`src/rtl/rtc_slice_pkg.sv`:
```
package rtc_slice_pkg;
  localparam int unsigned VIEW_CNT = 4;
  // lowest count bit feeding each window: fine, micro, mid, coarse
  localparam int unsigned VIEW_LSB [VIEW_CNT] = '{0, 2, 5, 21};

  typedef enum logic [1:0] {
    UPD_HOLD  = 2'd0,
    UPD_ADD   = 2'd1,
    UPD_CLEAR = 2'd2
  } upd_kind_e;
endpackage

```
`src/rtl/rtc_delta_scale.sv`:
```
module rtc_delta_scale #(
  parameter int unsigned CNT_W     = 53,
  parameter int unsigned WORD_W    = 32,
  parameter int unsigned EXP_SHIFT = 22
) (
  input  logic [WORD_W-1:0] word,
  output logic [CNT_W-1:0]  delta
);
  localparam int unsigned MANT_W = WORD_W - 1;

  // sign-extend the mantissa, then scale it when the exponent bit is set
  function automatic logic [CNT_W-1:0] scale_delta(input logic [WORD_W-1:0] w);
    logic [CNT_W-1:0] ext;
    ext = {{(CNT_W-MANT_W){w[MANT_W-1]}}, w[MANT_W-1:0]};
    if (w[WORD_W-1]) ext = ext << EXP_SHIFT;
    return ext;
  endfunction

  assign delta = scale_delta(word);
endmodule

```
`src/rtl/rtc_count_core.sv`:
```
module rtc_count_core
  import rtc_slice_pkg::*;
#(
  parameter int unsigned CNT_W     = 53,
  parameter int unsigned TICK_STEP = 2
) (
  input  logic             clk,
  input  logic             rst_n,
  input  logic             clr,
  input  logic             advance,
  input  logic             add_en,
  input  logic [CNT_W-1:0] add_val,
  output logic [CNT_W-1:0] cnt
);
  localparam logic [CNT_W-1:0] STEP = CNT_W'(TICK_STEP);

  upd_kind_e        kind;
  logic [CNT_W-1:0] step_term;
  logic [CNT_W-1:0] add_term;
  logic [CNT_W-1:0] cnt_nxt;

  always_comb begin
    if (clr)                    kind = UPD_CLEAR;
    else if (add_en || advance) kind = UPD_ADD;
    else                        kind = UPD_HOLD;
  end

  assign step_term = advance ? STEP : '0;
  assign add_term  = add_en  ? add_val : '0;

  always_comb begin
    unique case (kind)
      UPD_CLEAR: cnt_nxt = '0;
      UPD_ADD:   cnt_nxt = cnt + add_term + step_term;
      default:   cnt_nxt = cnt;
    endcase
  end

  always_ff @(posedge clk or negedge rst_n) begin
    if (!rst_n) cnt <= '0;
    else        cnt <= cnt_nxt;
  end

  AST_CLEAR_ZERO: assert property (@(posedge clk) disable iff (!rst_n)
    clr |=> cnt == '0);
  AST_TICK_STEP: assert property (@(posedge clk) disable iff (!rst_n)
    (!clr && !add_en && advance) |=> cnt == $past(cnt) + STEP);
  AST_IDLE_HOLD: assert property (@(posedge clk) disable iff (!rst_n)
    (!clr && !add_en && !advance) |=> $stable(cnt));
  AST_ADD_BOTH: assert property (@(posedge clk) disable iff (!rst_n)
    (!clr && add_en) |=> cnt == $past(cnt) + $past(add_val) + ($past(advance) ? STEP : '0));
endmodule

```
`src/rtl/rtc_view_slicer.sv`:
```
module rtc_view_slicer
  import rtc_slice_pkg::*;
#(
  parameter int unsigned CNT_W  = 53,
  parameter int unsigned VIEW_W = 32
) (
  input  logic [CNT_W-1:0]  cnt,
  output logic [VIEW_W-1:0] views [VIEW_CNT]
);
  for (genvar g = 0; g < VIEW_CNT; g++) begin : g_view
    localparam int unsigned LO = VIEW_LSB[g];
    assign views[g] = cnt[LO +: VIEW_W];
  end
endmodule

```
`src/rtl/rtc_slice_timer.sv`:
```
module rtc_slice_timer
  import rtc_slice_pkg::*;
#(
  parameter int unsigned CNT_W     = 53,
  parameter int unsigned WORD_W    = 32,
  parameter int unsigned VIEW_W    = 32,
  parameter int unsigned EXP_SHIFT = 22,
  parameter int unsigned TICK_STEP = 2
) (
  input  logic              clk,
  input  logic              rst_n,
  input  logic              tick_en,
  input  logic              clr_pulse,
  input  logic              delta_wr,
  input  logic [WORD_W-1:0] delta_word,
  input  logic              halt_en,
  input  logic              core_halted,
  output logic [VIEW_W-1:0] view_fine,
  output logic [VIEW_W-1:0] view_micro,
  output logic [VIEW_W-1:0] view_mid,
  output logic [VIEW_W-1:0] view_coarse
);
  // named internal events
  logic             frozen;
  logic             advance;
  logic [CNT_W-1:0] delta_scaled;
  logic [CNT_W-1:0] cnt;
  logic [VIEW_W-1:0] views [VIEW_CNT];

  assign frozen  = halt_en && core_halted;
  assign advance = tick_en && !frozen;

  rtc_delta_scale #(
    .CNT_W(CNT_W), .WORD_W(WORD_W), .EXP_SHIFT(EXP_SHIFT)
  ) u_delta (
    .word (delta_word),
    .delta(delta_scaled)
  );

  rtc_count_core #(
    .CNT_W(CNT_W), .TICK_STEP(TICK_STEP)
  ) u_core (
    .clk    (clk),
    .rst_n  (rst_n),
    .clr    (clr_pulse),
    .advance(advance),
    .add_en (delta_wr),
    .add_val(delta_scaled),
    .cnt    (cnt)
  );

  rtc_view_slicer #(
    .CNT_W(CNT_W), .VIEW_W(VIEW_W)
  ) u_views (
    .cnt  (cnt),
    .views(views)
  );

  assign view_fine   = views[0];
  assign view_micro  = views[1];
  assign view_mid    = views[2];
  assign view_coarse = views[3];

  AST_HALT_FREEZE: assert property (@(posedge clk) disable iff (!rst_n)
    (halt_en && core_halted && !delta_wr && !clr_pulse) |=> $stable(view_fine) && $stable(view_coarse));
  AST_CLEAR_WINS: assert property (@(posedge clk) disable iff (!rst_n)
    (clr_pulse && delta_wr) |=> (view_fine == '0) && (view_coarse == '0));
endmodule

```
`config.mk`:
```
export PLATFORM = sky130hd
export DESIGN_NAME = rtc_slice_timer
export DESIGN_NICKNAME = d
export VERILOG_FILES = /design/src/rtl/rtc_slice_pkg.sv /design/src/rtl/rtc_delta_scale.sv /design/src/rtl/rtc_count_core.sv /design/src/rtl/rtc_view_slicer.sv /design/src/rtl/rtc_slice_timer.sv
export SDC_FILE = /design/constraint.sdc
export NUM_CORES = 1
export LEC_CHECK = 0
export BUFFER_PORTS_ARGS = -buffer_cell sky130_fd_sc_hd__buf_2
export CAP_MARGIN = 10
export CELL_PAD_IN_SITES_DETAIL_PLACEMENT = 1
export CELL_PAD_IN_SITES_GLOBAL_PLACEMENT = 1
export CORE_ASPECT_RATIO = 0.5
export CORE_MARGIN = 4
export CORE_UTILIZATION = 30
export DETAILED_ROUTE_END_ITERATION = 16
export PLACE_DENSITY = 0.71
export SYNTH_ARGS = -nofsm -noshare
export SYNTH_HDL_FRONTEND = slang
export SYNTH_SLANG_ARGS = --single-unit
```
`constraint.sdc`:
```
create_clock -name clk -period 3.7 [get_ports clk]
set_clock_uncertainty 0.05 [all_clocks]
set_input_delay 0.555 -clock clk [delete_from_list [all_inputs] [get_ports clk]]
set_output_delay 0.555 -clock clk [all_outputs]
set_load 0.02 [all_outputs]
```
==> qor.csv <==
stage,metric,value,unit
sta,tightestPinTransition,0.829,ns
cells_and_area,top_register,u_core.cnt,
drt,drt-initial-drc-count,532,
synthesis,ys_ff_latch,53,
sta,timing.final.hold_violations,0,
synthesis,ys_warn_count,0,
synthesis,avgSynthCellArea,7.82,sq um
sta,setup_violations,0,
floorplanning,start_util,0.307,
global_routing,grt_overflow,0,
worst_setup_path,rrSetupSlack,0.11,ns
place,gp_congestion,0.909,
synthesis,synth_ff_type,dfrtp_1,
sta,fin_crit,3.69,ns
place,detailed_place_hpwl,24200,microns
worst_setup_path,required,3.86,ns
worst_setup_path,crit_type,input pin to flop,
status,status,"complete, no violations",
power_and_ir_drop,leakage,0.00502,uW
clock_tree,clock_latency,0.32,ns
global_routing,antenna_found_initial,0,
floorplanning,pin_count,167,
cells_and_area,multi_input_area,5090,sq um
power_and_ir_drop,peakVddDrop,0.174,mV
global_routing,grt_use_total,0.219,
sta,rsz0062_at_grt,true,
clock_tree,clk_pin_slew_worst_paths,0.08,ns
cells_and_area,final_util,0.418,
synthesis,syn_inst,901,
drt,via_count,7886,
synthesis,syn-num-nets,1044,
worst_setup_path,worst_setup_path_end_kind,flop,
floorplanning,core.rowCount,39,
place,place_inst,1470,
cells_and_area,largest_reg_flops,53,
synthesis,yosys.cell_types.count,71,
sta,fmax,0.271,GHz
cells_and_area,drive_above_1_share,0.378,
synthesis,postSynth.asyncResetShare,1.00,
clock_tree,htreeDepth,2,
worst_setup_path,worst-r2r-cell-count,14,
worst_setup_path,cp_max_fo,5,
worst_setup_path,arrival,3.85,ns
cells_and_area,nFillCells,2874,
cells_and_area,finalNonFillerCells,1482,
global_routing,met3_usage,0.0304,
synthesis,synth-seq-area-share,0.188,
global_routing,globalRouteMet2Util,0.377,
power_and_ir_drop,power_density,305,nW/um^2
sta,slew_headroom,0.448,
drt,routedWlPerCell,20.1,microns
min_path,worstHoldPathType,input pin to async pin,
global_routing,grt_max_degree,36,
drt,routed_via_density,5.32,
synthesis,netlist_area,7040,sq um
cells_and_area,reg.largest.list,u_core.cnt: 53 flops,
drt,routed_wirelength,29800,microns
drt,dr.pass1.iters,5,
synthesis,synth_edf_count,0,
global_routing,grt_busiest_layer,met2,
clock_tree,cts_root_buffer,clkbuf_16,
cells_and_area,area_growth,36.1,%
sta,finalCritPeriodShare,0.996,
cells_and_area,seqCellArea,1330,sq um
place,portBuffers,166,
floorplanning,die-area,26100,sq um
clock_tree,cts_tree,yes,
job,drv_cap,0,
floorplanning,fp.dieW,225,microns
global_routing,met1_usage,0.292,
drt,detail-route-antenna-nets,0,
clock_tree,cts_num_sinks,53,
cells_and_area,layout.nets,1317,
global_routing,grt_pass1_wl,45300,microns
global_routing,grt_pass1_vias,8100,
floorplanning,coreArea,22900,sq um
worst_setup_path,crit_path_start_kind,input pin,
drt,drc,0,
clock_tree,cts_buffers,5,
floorplanning,die_h,116,microns
sta,slew_viol_final,0,
clock_tree,clock_path_buffers,2,
[metrics by stage]
stage               setup WS [ns]  instance area (sq um)  power [uW]  hold slack [ns]  setup TNS [ns]
finish                     0.0134                   9590        2930            0.282               0
global route              -0.0936                   9590        3090            0.353          -0.310
CTS                     0.0000187                   9360        2890            0.312               0
detailed placement         -0.460                   9190        2300            0.475           -7.47
global placement           -0.375                   9190        2240            0.458           -4.75
floorplan                  -0.206                   7100        1650            0.209           -1.08
[cells in the final DEF (no fill, tap or decap), types with 4 or more instances in the layout]
cell type,n
clkbuf_16,5
and2_1,25
a21oi_1,83
nor2b_1,9
a21boi_0,20
o21ai_0,41
o21bai_1,9
nand3_1,19
a211oi_2,4
nand4_1,18
a21boi_1,4
xor2_1,7
mux2i_1,10
a21o_1,19
nand2_1,114
or3_1,11
a21oi_2,6
nor2_1,44
xnor2_1,24
buf_4,215
a32o_1,8
o211ai_1,8
o31ai_1,6
a211oi_1,10
buf_6,6
o21ai_1,4
inv_1,23
buf_2,164
nor3_1,12
ha_1,98
a211oi_4,4
o21a_1,6
dfrtp_1,53
[synth_stat cells, drive strengths merged, types with 4 or more instances]
cell type	instances	area share
nand2	115	0.061
ha	102	0.18
a21oi	89	0.063
buf	81	0.084
dfrtp	53	0.19
o21ai	47	0.034
nor2	46	0.025
clkbuf	39	0.021
and2	26	0.023
a21boi	24	0.026
inv	24	0.013
xnor2	24	0.030
a21o	21	0.023
nand3	20	0.014
a211oi	18	0.023
nand4	18	0.016
nor3	14	0.0099
nor2b	12	0.011
or3	12	0.011
o21bai	11	0.013
mux2i	10	0.014
o211ai	9	0.010
a32o	8	0.011
o31ai	7	0.0075
xor2	7	0.0087
o21a	6	0.0064
a31oi	4	0.0036
[routing by layer]
| layer | vias up | routed length, microns |
|---|---|---|
| met2 | 211 | 14200 |
| met5 | - | 0 |
| li1 | 3731 | - |
| met3 | 45 | 1400 |
| met1 | 3899 | 13500 |
| met4 | 0 | 709 |
[final timing paths]
| path | from | end |
|---|---|---|
| setup reg to reg | u_core.cnt[1] | u_core.cnt[33] |
| hold / removal | rst_n | u_core.cnt[7] |
| hold reg to reg | u_core.cnt[44] | u_core.cnt[44] |
| min in group clk | u_core.cnt[44] | u_core.cnt[44] |
| setup / recovery | delta_word[31] | u_core.cnt[33] |
| max in group asynchronous | rst_n | u_core.cnt[2] |
[where the power goes]
group | switching, uW | leakage, uW | internal, uW
Sequential | 95.7 | 0.000712 | 646
Combinational | 911 | 0.00423 | 684
Clock | 275 | 0.0000797 | 317
Total | 1280 | 0.00502 | 1650
[kinds of logic after synthesis]
family	synth area share
buffers and inverters	0.119
XOR/XNOR	0.0385
AND/OR/NAND/NOR	0.192
adder cells (fa/ha/maj)	0.187
flip-flops	0.188
multiplexers	0.0142
AO/OA/AOI/OAI	0.261
[layout make-up]
type / instances / area share
Inverter: 24 / 0.00940
Clock inverter: 2 / 0.00365
Sequential cell: 53 / 0.138
Timing Repair Buffer: 387 / 0.265
Tap cell: 307 / 0.0401
Clock buffer: 5 / 0.0130
Multi-Input combinational cell: 703 / 0.531
Antenna cell: 1 / 0.000261
[repair_timing]
action / in CTS / in global routing
gates resized for setup: 5 / 48
hold buffers: 0 / 0
pin swaps: 2 / 9
buffers inserted: 0 / 4
setup endpoints to repair: 7 / 26
gates cloned: 0 / 0
[worst max-delay path: stages]
cell and delay, ns:
buf_8 0.11, nor2b_4 0.15, nand2_2 0.08, fa_1 0.53, inv_2 0.05, ha_4 0.17, fa_2 0.37, a21o_1 0.18
nand4_1 0.11, a211o_1 0.20, a211oi_4 0.08, buf_6 0.15, o21ai_4 0.22, a2111oi_4 0.11, or4_1 0.50, a32o_1 0.27
Note: power is estimated with default switching activity, not from simulation.
